**src/rtl/scan_state_saver.sv**
```systemverilog
module scan_state_saver #(
  parameter int CHAIN_LEN = 268
) (
  input  logic                 clk,
  input  logic                 rst_n,
  input  logic                 wr_en,
  input  logic [1:0]           wr_addr,
  input  logic [7:0]           wr_data,
  input  logic                 rd_en,
  input  logic [1:0]           rd_addr,
  output logic [7:0]           rd_data,
  output logic                 pd_req,
  input  logic                 pd_ack,
  input  logic [CHAIN_LEN-1:0] eng_state,
  input  logic                 fifo_empty,
  input  logic [7:0]           syn_index,
  output logic                 restore_valid,
  output logic [CHAIN_LEN-1:0] restore_data
);
  localparam int CW = $clog2(CHAIN_LEN + 1);

  logic [3:0]           ctl;
  logic [CHAIN_LEN-1:0] chain;
  logic [CW-1:0]        cnt;
  logic                 done, act_q, fifo_q, rv_q;
  logic [7:0]           idx_q;

  logic dir_out, active, live, rd_hit, wr_hit;
  logic [CW-1:0] remain;
  logic [3:0]    step;
  logic [7:0]    out_byte;
  logic [CHAIN_LEN+7:0] in_ext;

  assign pd_req  = ctl[0];
  assign dir_out = ctl[2];
  assign active  = ctl[0] & pd_ack & ctl[1] & ctl[3];
  assign live    = active & act_q & ~done;
  assign rd_hit  = rd_en & (rd_addr == 2'd1) & live & dir_out;
  assign wr_hit  = wr_en & (wr_addr == 2'd1) & live & ~dir_out;
  assign remain  = CW'(CHAIN_LEN) - cnt;
  assign step    = (remain >= CW'(8)) ? 4'd8 : 4'(remain);
  assign out_byte = chain[7:0] & (8'hFF >> (4'd8 - step));
  assign in_ext  = {wr_data, chain} >> step;

  always_comb begin
    unique case (rd_addr)
      2'd0: rd_data = {4'b0, ctl};
      2'd1: rd_data = rd_hit ? out_byte : 8'h00;
      2'd2: rd_data = {fifo_q, 5'b0, done, pd_ack};
      default: rd_data = idx_q;
    endcase
  end

  always_ff @(posedge clk) begin
    if (!rst_n) begin
      ctl    <= '0;
      fifo_q <= 1'b1;
      idx_q  <= '0;
    end else begin
      fifo_q <= fifo_empty;
      idx_q  <= syn_index;
      if (wr_en && wr_addr == 2'd0) ctl <= wr_data[3:0];
    end
  end

  always_ff @(posedge clk) begin
    if (!rst_n) begin
      chain <= '0;
      cnt   <= '0;
      done  <= 1'b0;
      act_q <= 1'b0;
      rv_q  <= 1'b0;
    end else begin
      act_q <= active;
      rv_q  <= 1'b0;
      if (!ctl[3]) done <= 1'b0;
      if (!active) begin
        cnt <= '0;
      end else if (!act_q) begin
        cnt <= '0;
        if (dir_out) chain <= eng_state;
      end else if (rd_hit || wr_hit) begin
        chain <= rd_hit ? (chain >> step) : in_ext[CHAIN_LEN-1:0];
        cnt   <= cnt + CW'(step);
        if (cnt + CW'(step) == CW'(CHAIN_LEN)) begin
          done <= 1'b1;
          rv_q <= wr_hit;
        end
      end
    end
  end

  assign restore_valid = rv_q;
  assign restore_data  = chain;


  cnt_range_chk: assert property (@(posedge clk) disable iff (!rst_n)
    cnt <= CW'(CHAIN_LEN));

  no_ack_hold_chk: assert property (@(posedge clk) disable iff (!rst_n)
    !pd_ack |=> $stable(chain));

  done_clear_chk: assert property (@(posedge clk) disable iff (!rst_n)
    !ctl[3] |=> !done);

  restore_pulse_chk: assert property (@(posedge clk) disable iff (!rst_n)
    restore_valid |-> (done && !dir_out));

  restore_single_chk: assert property (@(posedge clk) disable iff (!rst_n)
    restore_valid |=> !restore_valid);

  save_write_ignored_chk: assert property (@(posedge clk) disable iff (!rst_n)
    (act_q && dir_out && !(rd_en && rd_addr == 2'd1)) |=> $stable(chain));
endmodule

```
**config.mk**
```make
export PLATFORM = sky130hd
export DESIGN_NAME = scan_state_saver
export DESIGN_NICKNAME = d
export VERILOG_FILES = /design/src/rtl/scan_state_saver.sv
export SDC_FILE = /design/constraint.sdc
export NUM_CORES = 1
export LEC_CHECK = 0
export ABC_AREA = 1
export CAP_MARGIN = 20
export CORE_MARGIN = 3
export CORE_UTILIZATION = 25
export DETAILED_ROUTE_END_ITERATION = 10
export DONT_BUFFER_PORTS = 1
export GPL_TIMING_DRIVEN = 0
export SYNTH_ARGS = -nofsm -noshare
export SYNTH_HDL_FRONTEND = slang
export SYNTH_SLANG_ARGS = --single-unit
```
**constraint.sdc**
```tcl
create_clock -name clk -period 3.8 [get_ports clk]
set_input_delay 0.19 -clock clk [delete_from_list [all_inputs] [get_ports clk]]
set_output_delay 0.19 -clock clk [all_outputs]
set_load 0.01 [all_outputs]
```
==> impl_summary.txt <==
----------------------------------------------------
[Power and ir drop]
  Leakage power ... 10.9 nW
  Clk network pwr share ... 54.1%
  Worst supply voltage drop on vdd ... 325 uV
  Net switching power figure ... 1.88 mW
  P_int ... 5.75 mW
  Relative contribution of combinational cells to total power ... 5.4%
  Final Power ... 7.62 mW
  Part of the power in registers ... 40.5%
  Switching share of total power ... 24.6%
  Total power density per cell area ... 245 mW/mm^2

[Run]
  Max-cap viol count ... 0

[Global route]
  Maximum number of pins on one net before global-route repair ... 21
  Global-route wire length before repair ... 222 mm
  Via count of the first global-routing pass ... 32300
  Overall overflow remaining after global route ... 0
  Initial antenna violation count ... 34
  GRT Overall Usage ... 28.6%

[Setup path]
  Critical path data arrival time ... 3.54 ns
  Max Fanout on Critical Path ... 10
  Setup crit start kind ... register
  Required time of the critical path ... 3.61 ns
  Critical path capture point type ... output pin
  Crit Path Class ... reg2out

[STA]
  Hold violation count in the final report ... 0
  Worst clock skew on the final layout ... 0.0287 ns
  Post-route worst hold slack ... 0.0933 ns
  Worst slew margin relative to its limit ... 26.7%
  Tcrit/Tclk final ... 98.3%
  Fmax ... 268 MHz
  Max-slew violations ... 0
  Number of endpoints failing setup at the final stage ... 0
  Least-Margin Pin Slew ... 1.10 ns
  Shortest period the worst path allows ... 3.73 ns
  RSZ-0062 raised after global routing ... true
  Total Neg Setup Slack ... 0 ns

[Synth]
  Most frequent cell after synthesis ... sky130_fd_sc_hd__nand2_1
  Most instantiated flip-flop cell in the synthesis netlist ... sky130_fd_sc_hd__dfxtp_1
  Largest area contributor in the netlist ... sky130_fd_sc_hd__dfxtp_1
  Main area contributors after synthesis ... sky130_fd_sc_hd__dfxtp_1 (24%), sky130_fd_sc_hd__nand3_1 (16%), sky130_fd_sc_hd__nand2_1 (16%)
  Count of different cell masters after synthesis ... 34
  Cell count after synthesis ... 4284
  #FFs+latches synth ... 293
  Proportion of synthesized flip-flops having asynchronous set or reset ... 0%
  Yosys Warn Count ... 0
  Cell area after synthesis ... 0.0247 mm^2
  Synthesized netlist net count ... 4586
  Avg Inst Size Synth ... 5.77 um^2
  Number of synthesized flops with an enable pin ... 0
  Sequential area share after synthesis ... 23.7%
  Top post-synthesis cells by count ... sky130_fd_sc_hd__nand2_1 (1038), sky130_fd_sc_hd__nand3_1 (802), sky130_fd_sc_hd__a21oi_1 (549)
  Synth top area share ... 23.7%

[Placement]
  Total placed instance area ... 0.0265 mm^2
  Placed cell count ... 5570
  Final weighted congestion of routability-driven global placement ... 0.984
  Half-perimeter wire length of the detailed placement result ... 122 mm
  Port-buffer cells ... 0

[CTS]
  Cts bufs inserted ... 40
  Clock root buffer master ... sky130_fd_sc_hd__clkbuf_16
  Maximum buffer depth of the clock tree ... 3
  TritonCTS clock tree ... built
  H-tree depth ... 2
  Clock-pin slew on the worst setup and hold paths ... 0.07 ns
  Clk_lat worst skew ... 0.60 ns
  Count of clock tree sinks ... 293

[Die]
  Placeable Area ... 0.0973 mm^2
  Rows ... 114
  Area enclosed by the die boundary ... 0.103 mm^2
  Die extent in y ... 320 um
  I/O pin cnt ... 572
  Die width ... 320 um
  Effective utilization at floorplan ... 25.4%

[Min path]
  Path class of the lowest-slack min-delay path ... in2reg

[Drt]
  Via count ... 34500
  Average via count per standard cell ... 5.78
  Number of optimization iterations in the first detailed-route pass ... 10
  Wire length reported by the detailed router ... 155 mm
  Average detailed-routed wire length per instance ... 26.0 um
  Residual antenna-violating net count after detailed routing ... 0
  Post-detailed-route DRC marker count ... 2
  Number of DRC markers in iteration 0 ... 4703

[Cells and area]
  Layout overhead on the synthesized area ... 26.2%
  Final std cells w/o fill ... 5967
  Fraction of layout cells with a size suffix above 1 ... 4.89%
  Finished Cell Area ... 0.0312 mm^2
  Post-layout nets ... 4932

[Outcome]
  Violated checks ... design-rule violations
  Run status ... complete, but fails checks

----------------------------------------------------
[worst paths after layout]
| check | start | end | slack, ns | cells after the start |
|---|---|---|---|---|
| max | cnt[0] | rd_data[4] | 0.07 | 15 |
| min | wr_data[7] | restore_data[267] | 0.09 | 6 |
| max reg2reg | cnt[0] | restore_data[240] | 0.08 | 16 |
| min reg2reg | done | done | 0.49 | 2 |
[registers in the layout, summed over array words and instances, names as in the netlist]
| register | count |
|---|---|
| fifo_q | 1 |
| ctl | 4 |
| idx_q | 8 |
| restore_data | 268 |
| cnt | 9 |
| done | 1 |
| act_q | 1 |
| restore_valid | 1 |
[worst max-delay path, stage by stage (launching register included)]
cell and delay (ns):
sky130_fd_sc_hd__dfxtp_4 0.38, sky130_fd_sc_hd__inv_4 0.08, sky130_fd_sc_hd__ha_2 0.21, sky130_fd_sc_hd__nor2_4 0.14, sky130_fd_sc_hd__nand2_1 0.06, sky130_fd_sc_hd__nand2_1 0.05
sky130_fd_sc_hd__nand2_1 0.06, sky130_fd_sc_hd__nor2_2 0.16, sky130_fd_sc_hd__nand3_2 0.13, sky130_fd_sc_hd__buf_6 0.18, sky130_fd_sc_hd__nor2_4 0.25, sky130_fd_sc_hd__inv_4 0.15
sky130_fd_sc_hd__clkbuf_16 0.22, sky130_fd_sc_hd__ha_4 0.30, sky130_fd_sc_hd__nand2_2 0.12, sky130_fd_sc_hd__o31ai_4 0.45
[cell usage in the layout (no fill, tap or decap), types with 4 or more instances in the layout]
cell type                       netlist  routed
sky130_fd_sc_hd__inv_1              198     197
sky130_fd_sc_hd__buf_1               77      74
sky130_fd_sc_hd__dfxtp_1            293     290
sky130_fd_sc_hd__nand3_1            802     799
sky130_fd_sc_hd__buf_6                5       9
sky130_fd_sc_hd__clkbuf_8             0       5
sky130_fd_sc_hd__dlygate4sd3_1        0     290
sky130_fd_sc_hd__buf_4                9      18
sky130_fd_sc_hd__ha_1                 8       6
sky130_fd_sc_hd__inv_6                0       4
sky130_fd_sc_hd__diode_2              0      30
sky130_fd_sc_hd__o211ai_1           269     269
sky130_fd_sc_hd__buf_8                0       9
sky130_fd_sc_hd__clkbuf_2             0      15
sky130_fd_sc_hd__buf_2               69      65
sky130_fd_sc_hd__clkinv_4             0       4
sky130_fd_sc_hd__nand2_1           1038    1036
sky130_fd_sc_hd__a21oi_1            549     548
sky130_fd_sc_hd__o21ai_0            542     540
sky130_fd_sc_hd__clkbuf_1           245     228
sky130_fd_sc_hd__clkbuf_16            0      42
sky130_fd_sc_hd__nand4_1              7       7
sky130_fd_sc_hd__o21ai_1             95      95
sky130_fd_sc_hd__bufinv_16            0       5
sky130_fd_sc_hd__nor2_1              44      41
sky130_fd_sc_hd__or2_2                6       6
sky130_fd_sc_hd__clkinvlp_4           0       7
[layout make-up]
cell class | count | area, um^2
fillers | 11100 | 66100
well taps | 1276 | 1600
inverters | 203 | 771
plain buffers | 398 | 1720
multi-input cells | 3383 | 16600
diodes | 30 | 75.1
repair buffers | 311 | 3170
clock inverters | 23 | 292
clock buffers | 50 | 1110
flip-flops and latches | 293 | 5870
[metal layers]
layer  vias up  wire [um]  global-route usage (%)  part of all wire (%)
met2      2037      67500                    45.1                    43
met5         -        131                       0                 0.084
met4        22       6760                    10.4                   4.3
met3       383      18800                    9.66                    12
li1      15700          -                       -                     -
met1     16300      62200                    36.1                    40
[repair_timing]
item | CTS | global route
buffers inserted | 8 | 2
hold buffers | 290 | 0
setup endpoints to repair | 265 | 272
resized for setup | 44 | 40
gates cloned | 0 | 1
hold endpoints to repair | 283 | 0
pin swaps | 5 | 6
[per-stage QoR]
step	utilization, %	worst slack [ns]
2_1_floorplan	-	0.747
3_3_place_gp	27.0	-1.06
3_5_place_dp	27.2	-0.663
4_1_cts	31.9	-0.00191
5_1_grt	32.0	-0.0764
6_report	32.0	0.0664
[logic make-up (layout without fill, tap and decap cells)]
family	Yosys count	count (layout)	share of synthesized area, %
AOI/OAI and AO/OA	1467	1467	32.6
adders and majority gates	8	8	0.405
buffers and inverters	608	985	9.88
DFF	293	293	23.7
muxes	1	1	0.0405
other	0	30	0
and+or+nand+nor	1907	1907	33.4
[power by group through the flow]
stage                     Combinational [mW]  Clock [mW]  Sequential [mW]
after floorplan                       0.0682           0             3.15
after global placement                 0.115           0             3.15
after detailed placement               0.118           0             3.15
after CTS                              0.408        4.19             3.08
after global routing                   0.436        4.30             3.08
final                                  0.412        4.13             3.08
(Power assumes the default switching activity.)
